<file path="src/rtl/cmpf_pkg.sv">
package cmpf_pkg;

   typedef enum logic [2:0] {
      OP_CMP  = 3'd0,
      OP_CLRC = 3'd1,
      OP_SETC = 3'd2,
      OP_TGLC = 3'd3,
      OP_PUTF = 3'd4
   } cmpf_op_e;

   typedef struct packed {
      logic sf;
      logic zf;
      logic af;
      logic pf;
      logic cf;
      logic of;
   } cmpf_flags_t;

endpackage

</file>
<file path="src/rtl/cmpf_sub.sv">
module cmpf_sub #(
   parameter int W     = 16,
   parameter int AUX_W = 4,
   parameter int PAR_W = 8
) (
   input  logic [W-1:0] a_i,
   input  logic [W-1:0] b_i,
   output logic         borrow_o,
   output logic         aux_o,
   output logic         ovf_o,
   output logic         sign_o,
   output logic         zero_o,
   output logic         even_o
);
   localparam int MSB = W - 1;

   logic [W:0]       full_d;
   logic [AUX_W:0]   nib_d;
   logic [W-1:0]     diff;

   always_comb begin
      full_d   = {1'b0, a_i} - {1'b0, b_i};
      nib_d    = {1'b0, a_i[AUX_W-1:0]} - {1'b0, b_i[AUX_W-1:0]};
      diff     = full_d[W-1:0];
      borrow_o = full_d[W];
      aux_o    = nib_d[AUX_W];
      sign_o   = diff[MSB];
      zero_o   = (diff == '0);
      ovf_o    = (a_i[MSB] ^ b_i[MSB]) & (diff[MSB] ^ a_i[MSB]);
      even_o   = ~(^diff[PAR_W-1:0]);
   end
endmodule

</file>
<file path="src/rtl/cmpf_pack.sv">
module cmpf_pack
   import cmpf_pkg::*;
(
   input  cmpf_flags_t flags_i,
   output logic [7:0]  byte_o
);
   localparam logic BIT5_VAL = 1'b0;
   localparam logic BIT3_VAL = 1'b0;
   localparam logic BIT1_VAL = 1'b1;

   assign byte_o = {flags_i.sf, flags_i.zf, BIT5_VAL, flags_i.af,
                    BIT3_VAL, flags_i.pf, BIT1_VAL, flags_i.cf};
endmodule

</file>
<file path="src/rtl/cmp_flag_unit.sv">
module cmp_flag_unit
   import cmpf_pkg::*;
#(
   parameter int DATA_W   = 16,
   parameter int NARROW_W = 8,
   parameter int AUX_W    = 4
) (
   input  logic              clk_i,
   input  logic              rst_ni,
   input  logic              valid_i,
   input  logic [2:0]        op_i,
   input  logic              wide_i,
   input  logic [DATA_W-1:0] dst_i,
   input  logic [DATA_W-1:0] src_i,
   input  logic [7:0]        flag_byte_i,
   output logic              cf_o,
   output logic              af_o,
   output logic              of_o,
   output logic              pf_o,
   output logic              sf_o,
   output logic              zf_o,
   output logic [7:0]        flag_byte_o
);
   localparam int PAR_W = NARROW_W;

   generate
      if (NARROW_W >= DATA_W || AUX_W >= NARROW_W || NARROW_W < 8) begin : g_bad_cfg
         $error("cmp_flag_unit: need AUX_W < NARROW_W < DATA_W and NARROW_W >= 8");
      end
   endgenerate

   logic [1:0] v_borrow, v_aux, v_ovf, v_sign, v_zero, v_even;

   // index 0: byte variant, index 1: full-width variant
   generate
      for (genvar gi = 0; gi < 2; gi++) begin : g_width
         localparam int VW = (gi == 0) ? NARROW_W : DATA_W;
         cmpf_sub #(.W(VW), .AUX_W(AUX_W), .PAR_W(PAR_W)) sub_i (
            .a_i      (dst_i[VW-1:0]),
            .b_i      (src_i[VW-1:0]),
            .borrow_o (v_borrow[gi]),
            .aux_o    (v_aux[gi]),
            .ovf_o    (v_ovf[gi]),
            .sign_o   (v_sign[gi]),
            .zero_o   (v_zero[gi]),
            .even_o   (v_even[gi])
         );
      end
   endgenerate

   cmpf_flags_t cmp_f, nxt_f, cur_f;

   always_comb begin
      cmp_f.cf = v_borrow[wide_i];
      cmp_f.af = v_aux[wide_i];
      cmp_f.of = v_ovf[wide_i];
      cmp_f.sf = v_sign[wide_i];
      cmp_f.zf = v_zero[wide_i];
      cmp_f.pf = v_even[wide_i];
   end

   always_comb begin
      nxt_f = cur_f;
      if (valid_i) begin
         case (op_i)
            OP_CMP:  nxt_f = cmp_f;
            OP_CLRC: nxt_f.cf = 1'b0;
            OP_SETC: nxt_f.cf = 1'b1;
            OP_TGLC: nxt_f.cf = ~cur_f.cf;
            OP_PUTF: begin
               nxt_f.sf = flag_byte_i[7];
               nxt_f.zf = flag_byte_i[6];
               nxt_f.af = flag_byte_i[4];
               nxt_f.pf = flag_byte_i[2];
               nxt_f.cf = flag_byte_i[0];
            end
            default: nxt_f = cur_f;
         endcase
      end
   end

   always_ff @(posedge clk_i) begin
      if (!rst_ni) cur_f <= '0;
      else         cur_f <= nxt_f;
   end

   cmpf_pack pack_i (
      .flags_i (cur_f),
      .byte_o  (flag_byte_o)
   );

   assign cf_o = cur_f.cf;
   assign af_o = cur_f.af;
   assign of_o = cur_f.of;
   assign pf_o = cur_f.pf;
   assign sf_o = cur_f.sf;
   assign zf_o = cur_f.zf;

   p_borrow_wide_r2: assert property (@(posedge clk_i) disable iff (!rst_ni)
      (valid_i && op_i == OP_CMP && wide_i && dst_i < src_i) |=> cf_o)
      else $error("p_borrow_wide_r2");

   p_equal_zero_r6: assert property (@(posedge clk_i) disable iff (!rst_ni)
      (valid_i && op_i == OP_CMP && wide_i && dst_i == src_i) |=> (zf_o && !cf_o && !sf_o))
      else $error("p_equal_zero_r6");

   p_clear_carry_r8: assert property (@(posedge clk_i) disable iff (!rst_ni)
      (valid_i && op_i == OP_CLRC) |=> (!cf_o && $stable(zf_o) && $stable(of_o)))
      else $error("p_clear_carry_r8");

   p_set_carry_r8: assert property (@(posedge clk_i) disable iff (!rst_ni)
      (valid_i && op_i == OP_SETC) |=> cf_o)
      else $error("p_set_carry_r8");

   p_toggle_carry_r8: assert property (@(posedge clk_i) disable iff (!rst_ni)
      (valid_i && op_i == OP_TGLC) |=> (cf_o != $past(cf_o)))
      else $error("p_toggle_carry_r8");

   p_load_byte_r9: assert property (@(posedge clk_i) disable iff (!rst_ni)
      (valid_i && op_i == OP_PUTF) |=> ($stable(of_o) && sf_o == $past(flag_byte_i[7])
                                        && cf_o == $past(flag_byte_i[0])))
      else $error("p_load_byte_r9");

   p_idle_hold_r11: assert property (@(posedge clk_i) disable iff (!rst_ni)
      (!valid_i) |=> $stable(flag_byte_o) && $stable(of_o))
      else $error("p_idle_hold_r11");
endmodule

</file>
<file path="config.mk">
export PLATFORM = sky130hd
export DESIGN_NAME = cmp_flag_unit
export DESIGN_NICKNAME = d
export VERILOG_FILES = /design/src/rtl/cmpf_pkg.sv /design/src/rtl/cmpf_sub.sv /design/src/rtl/cmpf_pack.sv /design/src/rtl/cmp_flag_unit.sv
export SDC_FILE = /design/constraint.sdc
export NUM_CORES = 1
export LEC_CHECK = 0
export ABC_CLOCK_PERIOD_IN_PS = 5000
export BUFFER_PORTS_ARGS = -buffer_cell sky130_fd_sc_hd__buf_2
export CORE_UTILIZATION = 51
export DETAILED_ROUTE_END_ITERATION = 8
export HOLD_SLACK_MARGIN = 0.06
export PLACE_DENSITY = 0.92
export SYNTH_ARGS = -nofsm -noshare
export SYNTH_HDL_FRONTEND = slang
export SYNTH_SLANG_ARGS = --single-unit
</file>
<file path="constraint.sdc">
create_clock -name clk_i -period 5 [get_ports clk_i]
set_input_delay 0.5 -clock clk_i [delete_from_list [all_inputs] [get_ports clk_i]]
set_output_delay 0.5 -clock clk_i [all_outputs]
set_load 0.02 [all_outputs]
</file>
* After elaboration in Yosys (flattened, before gate mapping) *
Cells that the tools add are included.

storage, ports and cells
  register bits after elaboration = 6
  input bits = 47
  output and inout port bits = 14
  word-level logic and storage cells = 46

operators by class
  add/sub/neg operators = 3
  $lt $le $gt $ge = 1
  equal/unequal tests = 4
  mux-type cells = 13
  bitwise gates (word level) = 9
  reduce and logical (&&, ||, !) cells = 10

operators with widths
  operator                                                                number
  16-bit by 16-bit subtractor with 17-bit output                          1
  16-bit logical NOT                                                      1
  8-bit XOR reduction                                                     2
  1-bit two-way mux                                                       11
  8-bit by 8-bit subtractor with 9-bit output                             1
  8-bit logical NOT                                                       1
  4-bit one-hot mux with 2 select lines                                   1
  3-bit by 2-bit equality test with 1-bit output (second input constant)  2
  2-bit AND reduction                                                     3
  1-bit one-hot mux with 5 select lines                                   1
  5-bit nonzero test                                                      1
  4-bit by 4-bit subtractor with 5-bit output                             1
  1-bit bitwise XOR                                                       4
  3-bit by 1-bit equality test with 1-bit output (second input constant)  1
  3-bit equality test (second input constant)                             1
  3-bit logical NOT                                                       1
  1-bit NOT                                                               3
  1-bit bitwise AND                                                       2
  1-bit by 2-bit < comparator with 1-bit output (second input constant)   1
  2-bit nonzero test                                                      1

* Depth between registers and ports, before layout *
Gate-level depths: netlist of the first run.

  depth in word-level cells = 6
  mapped depth = 16

* Cells and area by module *
A second synthesis of the first run with hierarchy kept.

second synthesis, totals
  cell total of the unflattened synthesis = 259
  area, all modules = 1931.9 µm²

modules (own cells, without submodules)
  module                       instances  cells an instance  area each (µm²)  sequential area each (µm²)
  cmpf_sub (g_width[1].sub_i)  1          137                955.9            0.0
  cmpf_sub (g_width[0].sub_i)  1          71                 553.0            0.0
  cmp_flag_unit                1          41                 355.3            120.1
  cmpf_pack                    1          10                 67.6             0.0

* Least setup slack after synthesis of the first run *
Ideal clock, no wire load.

  path type = input-to-reg
  from = in dst_i[0]
  to = reg cur_f, in the netlist zf_o
  data arrival time = 2938 ps
  setup slack = 1993 ps
  stages = 16
  buffers on the path = 0
  cell sequence = inv_1 > ha_1 > fa_1 > nor2b_1 > o31a_1 > o21ai_1 > nand2b_1 > xnor2_1 > ha_1 > nand4_1 > a21oi_1 > o211ai_1 > a311oi_1 > o211ai_1 > a2111o_1 > o21ai_1

between the ends
  longest elaborated chain between the ends = 5

ends and longest elaborated chain
  element                                                                                                               RTL line             RTL
  start, declared                                                                                                       cmp_flag_unit.sv:13  input logic [DATA_W-1:0] dst_i,
  16-bit by 16-bit subtractor with 17-bit output / 8-bit by 8-bit subtractor with 9-bit output (equally long branches)  cmpf_sub.sv:22       full_d = {1'b0, a_i} - {1'b0, b_i};
  16-bit logical NOT / 8-bit logical NOT (equally long branches)                                                        cmpf_sub.sv:28       zero_o = (diff == '0);
  1-bit two-way mux (implied by the code) * (2 in a row)                                                                cmp_flag_unit.sv:58  cmp_f.zf = v_zero[wide_i];
  4-bit one-hot mux with 2 select lines *                                                                               cmp_flag_unit.sv:65  case (op_i)
  end signal, assigned                                                                                                  cmp_flag_unit.sv:84  else cur_f <= nxt_f;
  end, declared                                                                                                         cmp_flag_unit.sv:51  cmpf_flags_t cmp_f, nxt_f, cur_f;

Every way passes the cells marked *; elsewhere a longest branch is shown, timed or not. The select of a mux whose other input is x is not followed.
A chain may end at the register's enable or synchronous reset.

* Worst setup path in the final report of the first run *
Same ends and word-level chain as after synthesis.

==> results.toml, run 1 <==
[status]
status = "finished, final reports clean"

[synth]
seq_area_frac_synth_pct = 8.30
yosys.cell_types.count = 53
synth_warnings = 0
synthesis.area_mm2 = 0.00145
avgSynthCellArea_um2 = 7.27
yosysTopAreaCellShare_pct = 18.2
synth_area_leaders = "ha_1 (18%), dfxtp_1 (8.3%), xnor2_1 (6.7%), a21oi_1 (6.2%), inv_1 (5.4%)"
synthFlopType = "dfxtp_1"
ys_ff_latch = 6
synth_edf_count = 0
synth.largest_area_cell = "ha_1"
synthArstFlopShare_pct = 0
netlist_instances = 199

[pwr]
p_total_mw = 0.310
internal_power_mw = 0.176
power_density_mw_per_mm2 = 182
seqPwrFrac_pct = 17.1
ir_drop_v = 0.000161
p_leak_nw = 0.873
netSwitchingFraction_pct = 43.4
p_switching_mw = 0.135
power_frac_clock_pct = 15.3
comb_power_share_pct = 67.6

[detailed_routing]
wl_um = 3240
vias_per_cell = 5.68
wl_per_cell_um = 11.7
drt_first_pass_iters = 4
ant_nets = 0
dr_total_vias = 1568
drc_errors = 0
drt_iter0_markers = 63

[global_route]
grt_max_degree = 13
grt-ovfl-total = 0
grt_first_pass_wirelength_um = 5740
track_usage_pct = 22.3
antenna_found_initial = 0
grt_pass1_vias = 1443

[sta]
finalHoldViolations = 0
fin_skew_ns = 0
maxSlewViolCount = 0
hold_ws_ns = 0.529
fin_crit_ns = 3.18
fmax_mhz = 315
period_share_pct = 63.6
rsz0062_at_grt = "no"
setup_violations = 0
setup_tns_ns = 0

[floorplanning]
io_pins = 61
dieArea_mm2 = 0.00306
start_util_pct = 56.4
die_y_um = 55.3
placementRows = 18
core_mm2 = 0.00257
die_x_um = 55.3

[cts]
htree_levels = 1
clock-sinks = 6
numCtsBuffers = 3
cts_tree = "done"
clkLatencyLatePin_ns = 0.25
ctsResizeCount = 0
ctsHoldBuffers = 0
cts_setup_buffers = 0
clk_pin_slew_worst_paths_ns = 0.05
clock-root-buffer = "clkbuf_4"
clock_path_buffers = 2

[finish]
area.growth.synth_to_final_pct = 18.2
diodes = 0
drive_above_1_share_pct = 25.6
final_cells = 276
fin_nets = 317

[worst_setup_path]
cp_max_fo = 2
reg2reg_from = "zf_o$_SDFFE_PN0P_"
cp.depth = 17
reg2reg_slack_ns = 3.54
r2r_cells = 5
max_stage_delay_ns = 0.41
crit_end = "zf_o$_SDFFE_PN0P_"
crit_path_end_kind = "flop"
critPathSlowestCell = "fa_1"
required_ns = 5.19
arrival_ns = 3.37
cpLargestDelayFamily = "compound AO/OA/AOI/OAI gates"
crit_type = "input pin to flop"
start_kind = "input pin"
startpoint = "dst_i[0]"
r2r-end = "zf_o$_SDFFE_PN0P_"
crit_buf_inv = 2
path_cells = "buf_2, inv_1, ha_1, fa_1, nor2b_1, o31a_1, o21ai_1, nand2b_1, xnor2_1, ha_1, nand4_1, a21oi_1, o211ai_1, a311oi_1, o211ai_1, a2111o_1, o21ai_1"

[place]
dp.cells = 273
gp_congestion = 0.880
post-dp-hpwl_um = 2750
io_buffers = 54

[worst_hold_path]
hold_class = "flop to flop"

[run]
maxCapViolations = 0
==> worst reg2reg max path, cell delays in order (launching register included) <==
cell and delay, ns:
dfxtp_1 0.36, o211ai_1 0.16, a311oi_1 0.23, o211ai_1 0.12
a2111o_1 0.40, o21ai_1 0.12
==> power by group through the flow <==
stage | sequential [mW] | combinational, mW | clock (mW)
after CTS | 0.0532 | 0.210 | 0.0476
after global routing | 0.0536 | 0.237 | 0.0489
after detailed placement | 0.0541 | 0.209 | 0
after floorplan | 0.0579 | 0.159 | 0
final | 0.0532 | 0.210 | 0.0474
after global placement | 0.0540 | 0.203 | 0
==> layout make-up <==
| cell class | count | area [um2] |
|---|---|---|
| fillers | 243 | 857 |
| multi-input cells | 162 | 1180 |
| clock buffers | 3 | 22.5 |
| well taps | 30 | 37.5 |
| inverters | 21 | 78.8 |
| repair buffers | 54 | 270 |
| flip-flops and latches | 6 | 120 |
==> cells in the mapped netlist, types with 2 or more instances <==
library cell  instances
nor3_1                6
o211ai_1              3
nor2_2                2
nor3b_1               3
o21a_1                4
o21ai_0              13
nand3_1               3
ha_1                 21
xnor2_1              11
o21ai_1               5
a211oi_1              2
clkbuf_1              3
buf_4                 8
nand2b_1              5
nand3b_1              2
a21oi_1              18
o2111ai_1             2
inv_1                21
conb_1                2
xor2_1                4
nor2b_1               3
nor2_1                6
dfxtp_1               6
nand2_1              16
o31ai_1               2
==> metrics by stage <==
| stage | setup WS, ns | instance area (um2) | utilization, % |
|---|---|---|---|
| after global routing | 1.57 | 1710 | 66.6 |
| after detailed placement | 1.58 | 1690 | 65.7 |
| final | 1.82 | 1710 | 66.6 |
| after CTS | 1.84 | 1710 | 66.6 |
| after floorplan | 1.99 | 1450 | - |
| after global placement | 1.68 | 1690 | 65.7 |
==> kinds of logic after synthesis <==
group                      synth area share (%)
and+or+nand+nor                            21.3
other                                     0.519
buffers and inverters                      10.4
DFF                                        8.30
xor gates and xnor gates                   9.07
adders and majority gates                  19.5
AOI/OAI and AO/OA                          30.9
==> cell usage in the layout (no fill, tap or decap), drive strengths merged, types with 2 or more instances in the layout <==
cell     instances
conb             3
nand3            3
nor2b            3
dfxtp            6
nand2           17
o211ai           3
buf             54
o2111ai          2
clkbuf           3
o31a             2
a211oi           2
o31ai            2
a21oi           18
or2              2
nand2b           5
nor3b            3
o21a             4
ha              21
nor2             8
o21ai           18
xnor2           11
inv             21
xor2             4
nand3b           2
nor3             6
==> how the worst min path moves through the flow <==
stage,from,to,slack (ns),cells past startpoint
final,af_o$_SDFFE_PN0P_,af_o$_SDFFE_PN0P_,0.53,1
after global routing,af_o$_SDFFE_PN0P_,af_o$_SDFFE_PN0P_,0.55,1
after CTS,af_o$_SDFFE_PN0P_,af_o$_SDFFE_PN0P_,0.53,1
after detailed placement,af_o$_SDFFE_PN0P_,af_o$_SDFFE_PN0P_,0.52,1
after global placement,af_o$_SDFFE_PN0P_,af_o$_SDFFE_PN0P_,0.50,1
after floorplan,pf_o$_SDFFE_PN0P_,pf_o$_SDFFE_PN0P_,0.60,2
==> state kept, by name, summed over array words and instances (netlist names) <==
signal	flops
af_o	1
cf_o	1
of_o	1
pf_o	1
sf_o	1
zf_o	1
==> per-layer routing <==
| metal | global-route usage, % | vias up | wire [um] |
|---|---|---|---|
| met5 | 0 | - | 0 |
| met4 | 7.14 | 0 | 38 |
| met3 | 3.75 | 6 | 200 |
| met2 | 40.4 | 61 | 1650 |
| met1 | 26.5 | 698 | 1350 |
| li1 | - | 803 | - |
Note: power is estimated with default switching activity, not from simulation.
==> run 2, diff against run 1 <==
--- a/config.mk
+++ b/config.mk
@@ -5,12 +5,12 @@
 export SDC_FILE = /design/constraint.sdc
 export NUM_CORES = 1
 export LEC_CHECK = 0
-export ABC_CLOCK_PERIOD_IN_PS = 5000
+export ABC_CLOCK_PERIOD_IN_PS = 3150
 export BUFFER_PORTS_ARGS = -buffer_cell sky130_fd_sc_hd__buf_2
-export CORE_UTILIZATION = 51
+export CORE_UTILIZATION = 49
 export DETAILED_ROUTE_END_ITERATION = 8
 export HOLD_SLACK_MARGIN = 0.06
-export PLACE_DENSITY = 0.92
+export PLACE_DENSITY = 0.9
 export SYNTH_ARGS = -nofsm -noshare
 export SYNTH_HDL_FRONTEND = slang
 export SYNTH_SLANG_ARGS = --single-unit
==> constraint.sdc (replaced) <==
create_clock -name clk_i -period 3.15 [get_ports clk_i]
set_input_delay 0.315 -clock clk_i [delete_from_list [all_inputs] [get_ports clk_i]]
set_output_delay 0.315 -clock clk_i [all_outputs]
set_load 0.02 [all_outputs]
==> results.toml, run 2 (synthesis gave the netlist of run 1 again) <==
[sta]
maxSlewViolCount = 0
finalHoldViolations = 0
setup_tns_ns = 0
period_share_pct = 92.3
fin_crit_ns = 2.91
setup_violations = 0
rsz0062_at_grt = "no"
fmax_mhz = 344
hold_ws_ns = 0.366
fin_skew_ns = 0

[worst_hold_path]
hold_class = "input pin to flop"
hold_path.startpoint = "rst_ni"

[finish]
ff_latch_area_um2 = 120
final_common_cell = "buf_2"
n_fill_cell = 258
mostFrequentLayoutCells = "buf_2 (54), inv_1 (21), ha_1 (21)"
drive_above_1_share_pct = 26.8
area.growth.synth_to_final_pct = 20.3
diodes = 0
fin_nets = 321
multi_input_area_mm2 = 0.00118
fin_area_mm2 = 0.00174

[worst_setup_path]
r2r-end = "zf_o$_SDFFE_PN0P_"
crit_path_end_kind = "flop"
required_ns = 3.33
start_kind = "input pin"
crit_type = "input pin to flop"
cp_max_fo = 2
arrival_ns = 3.09
crit_end = "zf_o$_SDFFE_PN0P_"
r2r_cells = 5
reg2reg_from = "zf_o$_SDFFE_PN0P_"
reg2reg_slack_ns = 1.66
startpoint = "dst_i[0]"

[floorplanning]
start_util_pct = 52.0
placementRows = 19
die_y_um = 56.4
dieArea_mm2 = 0.00318
core_mm2 = 0.00278
io_pins = 61
die_x_um = 56.4

[detailed_routing]
vias_per_cell = 5.54
drt_first_pass_iters = 4
dr_total_vias = 1556
wl_um = 3120
wl_per_cell_um = 11.1
ant_nets = 0
drc_errors = 0
drt_iter0_markers = 58

[cts]
cts_tree = "done"
clk_pin_slew_worst_paths_ns = 0.05
ctsResizeCount = 0
numCtsBuffers = 3
clkLatencyLatePin_ns = 0.24
htree_levels = 1
clock_path_buffers = 2
ctsHoldBuffers = 0
clock-sinks = 6
cts_setup_buffers = 0
clock-root-buffer = "clkbuf_4"

[global_route]
grt-ovfl-total = 0
grt_pass1_vias = 1378
grt_first_pass_wirelength_um = 5320
antenna_found_initial = 0
track_usage_pct = 20.3
grt_max_degree = 13

[pwr]
ir_drop_v = 0.000253
p_leak_nw = 0.893
p_total_mw = 0.493
power_density_mw_per_mm2 = 283

[place]
gp_congestion = 0.964
post-dp-hpwl_um = 2620
dpl_cell_area_mm2 = 0.00172
io_buffers = 54

[status]
status = "finished, final reports clean"

[run]
maxCapViolations = 0
-- run 2: cell types whose count changed in the layout (fill, tap and decap cells not counted), sizes merged --
cell and delta:
buf +4
-- run 2: through the flow --
stage	instances	util [%]	setup slack [ns]
6_report	281	62.6	0.242
5_1_grt	281	62.6	0.0107
4_1_cts	281	62.6	0.242
3_5_place_dp	278	61.8	-0.00776
3_3_place_gp	278	61.8	0.0708
2_1_floorplan	200	-	0.328
-- run 2: layer usage --
layer	track usage [%]	vias to the layer above	part of all wire, %
li1	-	808	-
met1	23.8	696	46
met2	38.1	52	50
met3	1.84	0	4.3
met4	6.62	0	0
met5	0	-	0
-- run 2: final cells by class --
cell class	instances	share of cell area [%]
Sequential cell	6	6.90
Inverter	21	4.53
Tap cell	31	2.23
Clock buffer	3	1.29
Timing Repair Buffer	58	17.2
Multi-Input combinational cell	162	67.8
-- run 2: worst min path at each step --
stage / depth (start not counted) / endpoint / slack [ns]
finish: 2 / af_o$_SDFFE_PN0P_ / 0.37
global route: 2 / af_o$_SDFFE_PN0P_ / 0.36
CTS: 2 / af_o$_SDFFE_PN0P_ / 0.36
detailed placement: 1 / af_o$_SDFFE_PN0P_ / 0.51
global placement: 1 / af_o$_SDFFE_PN0P_ / 0.50
floorplan: 2 / zf_o$_SDFFE_PN0P_ / 0.44
-- run 2: critical path, stage by stage --
cell	delay (ns)
buf_2	0.07
inv_1	0.05
ha_1	0.21
fa_1	0.40
nor2b_1	0.16
o31a_1	0.16
o21ai_1	0.08
nand2b_1	0.09
xnor2_1	0.12
ha_1	0.17
nand4_1	0.09
a21oi_1	0.12
o211ai_1	0.15
a311oi_1	0.24
o211ai_1	0.13
a2111o_1	0.41
o21ai_1	0.13
-- run 2: report_power, final --
part           leakage (nW)  total [mW]  internal, mW  switching [mW]
clock network        0.0138      0.0714        0.0431          0.0282
registers            0.0490      0.0846        0.0811         0.00343
logic                 0.830       0.337         0.160           0.177
total                 0.893       0.493         0.284           0.208
==> run 3, diff against run 2 <==
--- a/config.mk
+++ b/config.mk
@@ -5,9 +5,11 @@
 export SDC_FILE = /design/constraint.sdc
 export NUM_CORES = 1
 export LEC_CHECK = 0
+export ABC_AREA = 1
 export ABC_CLOCK_PERIOD_IN_PS = 3150
 export BUFFER_PORTS_ARGS = -buffer_cell sky130_fd_sc_hd__buf_2
-export CORE_UTILIZATION = 49
+export CORE_UTILIZATION = 51
+export CTS_BUF_LIST = sky130_fd_sc_hd__clkbuf_4 sky130_fd_sc_hd__clkbuf_8
 export DETAILED_ROUTE_END_ITERATION = 8
 export HOLD_SLACK_MARGIN = 0.06
 export PLACE_DENSITY = 0.9
==> constraint.sdc (replaced) <==
create_clock -name clk_i -period 3.15 [get_ports clk_i]
set_input_delay 0.315 -clock clk_i [delete_from_list [all_inputs] [get_ports clk_i]]
set_output_delay 0.315 -clock clk_i [all_outputs]
set_load 0.005 [all_outputs]
==> results.toml, run 3 <==
[synth]
synthTopCellsByCount = "nand2_1 (78), inv_1 (61), ha_1 (21)"
ys_ff_latch = 6
synth.largest_area_cell = "nand2_1"
synthArstFlopShare_pct = 0
yosys.cell_types.count = 28
synth_area_leaders = "nand2_1 (17%), ha_1 (16%), inv_1 (14%), dfxtp_1 (7.1%), nand2_2 (6.3%)"
seq_area_frac_synth_pct = 7.15
synth_edf_count = 0
synth_warnings = 0
avgSynthCellArea_um2 = 5.75
synthesis.area_mm2 = 0.00168
yosysTopAreaCellShare_pct = 17.4
synthMostInstantiatedCell = "nand2_1"
netlist_instances = 292
synthFlopType = "dfxtp_1"

[pwr]
power_density_mw_per_mm2 = 263
internal_power_mw = 0.281
ir_drop_v = 0.0000976
p_leak_nw = 1.24
p_switching_mw = 0.238
seqPwrFrac_pct = 16.5
comb_power_share_pct = 70.0
power_frac_clock_pct = 13.6
p_total_mw = 0.519
netSwitchingFraction_pct = 45.9

[place]
io_buffers = 54
pre_cts_ws_ns = 0.532
post-dp-hpwl_um = 3150
gp_congestion = 0.876

[finish]
ff_latch_area_um2 = 120
area.growth.synth_to_final_pct = 17.3
diodes = 0
n_fill_cell = 329
final_common_cell = "nand2_1"
mostFrequentLayoutCells = "nand2_1 (78), inv_1 (61), buf_2 (54)"
drive_above_1_share_pct = 28.1
fin_nets = 413
multi_input_area_mm2 = 0.00125

[detailed_routing]
dr_total_vias = 1875
vias_per_cell = 4.86
wl_um = 3600
drt_iter0_markers = 99
ant_nets = 0
wl_per_cell_um = 9.32
drc_errors = 0
drt_first_pass_iters = 5

[worst_setup_path]
crit_top_cell = "xnor2_1"
cp_max_fo = 4
crit_path_end_kind = "flop"
required_ns = 3.27
critPathSlowestCell = "fa_1"
reg2reg_slack_ns = 2.34
path_cells = "buf_2, inv_1, ha_1, fa_1, inv_1, nand3_1, nand2_4, nand2_1, nand2_2, xnor2_1, ha_1, xnor2_1, xnor2_1, nand2_1, o211ai_1, a21boi_0"
start_kind = "input pin"
arrival_ns = 2.48
max_stage_delay_ns = 0.39
crit_type = "input pin to flop"

[cts]
htree_levels = 1
clock-sinks = 6
numCtsBuffers = 3
clk_pin_slew_worst_paths_ns = 0.04
clock-root-buffer = "clkbuf_4"
ctsHoldBuffers = 0
clock_path_buffers = 2
cts_setup_buffers = 0
clkLatencyLatePin_ns = 0.24
ctsResizeCount = 0
cts_tree = "done"

[sta]
setup_tns_ns = 0
period_share_pct = 74.9
fin_skew_ns = 0
finalHoldViolations = 0
rsz0062_at_grt = "no"
fmax_mhz = 424
fin_crit_ns = 2.36
setup_violations = 0
fin_ws_ns = 0.790
maxSlewViolCount = 0

[floorplanning]
dieArea_mm2 = 0.00353
start_util_pct = 54.6
placementRows = 20
core_mm2 = 0.00308
io_pins = 61
die_y_um = 59.4
die_x_um = 59.4

[global_route]
grt_pass1_vias = 1589
grt-ovfl-total = 0
antenna_found_initial = 0
track_usage_pct = 21.4
grt_first_pass_wirelength_um = 5910
grt_max_degree = 7

[worst_hold_path]
hold_class = "input pin to flop"

[status]
status = "finished, final reports clean"

[run]
maxCapViolations = 0
## run 3: changes by cell type in the layout (fill, tap and decap cells not counted), moves of 7 or more
cell,change
nand3_1,+15
nand2_2,+16
inv_1,+40
inv_2,+7
nor2_1,+9
nand2_1,+62
## run 3: layout make-up
type / instances / area share (%)
Tap cell: 44 / 2.79
Multi-Input combinational cell: 211 / 63.3
Sequential cell: 6 / 6.09
Timing Repair Buffer: 54 / 13.7
Clock buffer: 3 / 1.14
Inverter: 68 / 12.9
## run 3: cell families (layout without fill, tap and decap cells)
| logic type | count (synthesis) | after routing | synth area share (%) |
|---|---|---|---|
| adder cells (fa/ha/maj) | 22 | 22 | 16.8 |
| AO/OA/AOI/OAI | 29 | 29 | 10.1 |
| buffers and inverters | 76 | 125 | 18.8 |
| AND/OR/NAND/NOR | 147 | 147 | 41.5 |
| other | 2 | 3 | 0.447 |
| flip-flops | 6 | 6 | 7.15 |
| XOR/XNOR | 10 | 10 | 5.21 |
## run 3: metrics by stage
step	cell area, um2	cells	hold slack (ns)	util [%]
6_report	1970	386	0.361	64.1
5_1_grt	1970	386	0.367	64.1
4_1_cts	1970	386	0.360	64.1
3_5_place_dp	1950	383	0.509	63.3
3_3_place_gp	1950	383	0.473	63.3
2_1_floorplan	1680	293	0.453	-
## run 3: routing by layer
layer  vias to the layer above  share of wire (%)  global-route usage [%]
li1                        979                  -                       -
met1                       821                 44                    25.0
met2                        65                 48                    40.4
met3                        10                6.5                    1.09
met4                         0                1.7                    7.82
met5                         -                  0                       0
## run 3: power groups by stage
stage | registers [mW] | logic [mW] | clock network, mW
after detailed placement | 0.0870 | 0.361 | 0
after global routing | 0.0864 | 0.412 | 0.0735
final | 0.0856 | 0.363 | 0.0704
after CTS | 0.0856 | 0.363 | 0.0716
after global placement | 0.0865 | 0.348 | 0
after floorplan | 0.0875 | 0.281 | 0
## run 3: critical path, delay by kind of cell
family                     cells  cell delay, ns
adders and majority gates      3            0.86
xor gates and xnor gates       3            0.45
buffers and inverters          3            0.20
AOI/OAI and AO/OA              2            0.19
and+or+nand+nor                5            0.45
## run 3: final timing paths
kind | endpoint | cells past startpoint | startpoint
worst max register to register | cf_o$_SDFFE_PN0P_ | 5 | cf_o$_SDFFE_PN0P_
worst min register to register | pf_o$_SDFFE_PN0P_ | 2 | pf_o$_SDFFE_PN0P_
worst max-delay path | pf_o$_SDFFE_PN0P_ | 16 | dst_i[0]
worst min-delay path | sf_o$_SDFFE_PN0P_ | 3 | flag_byte_i[7]
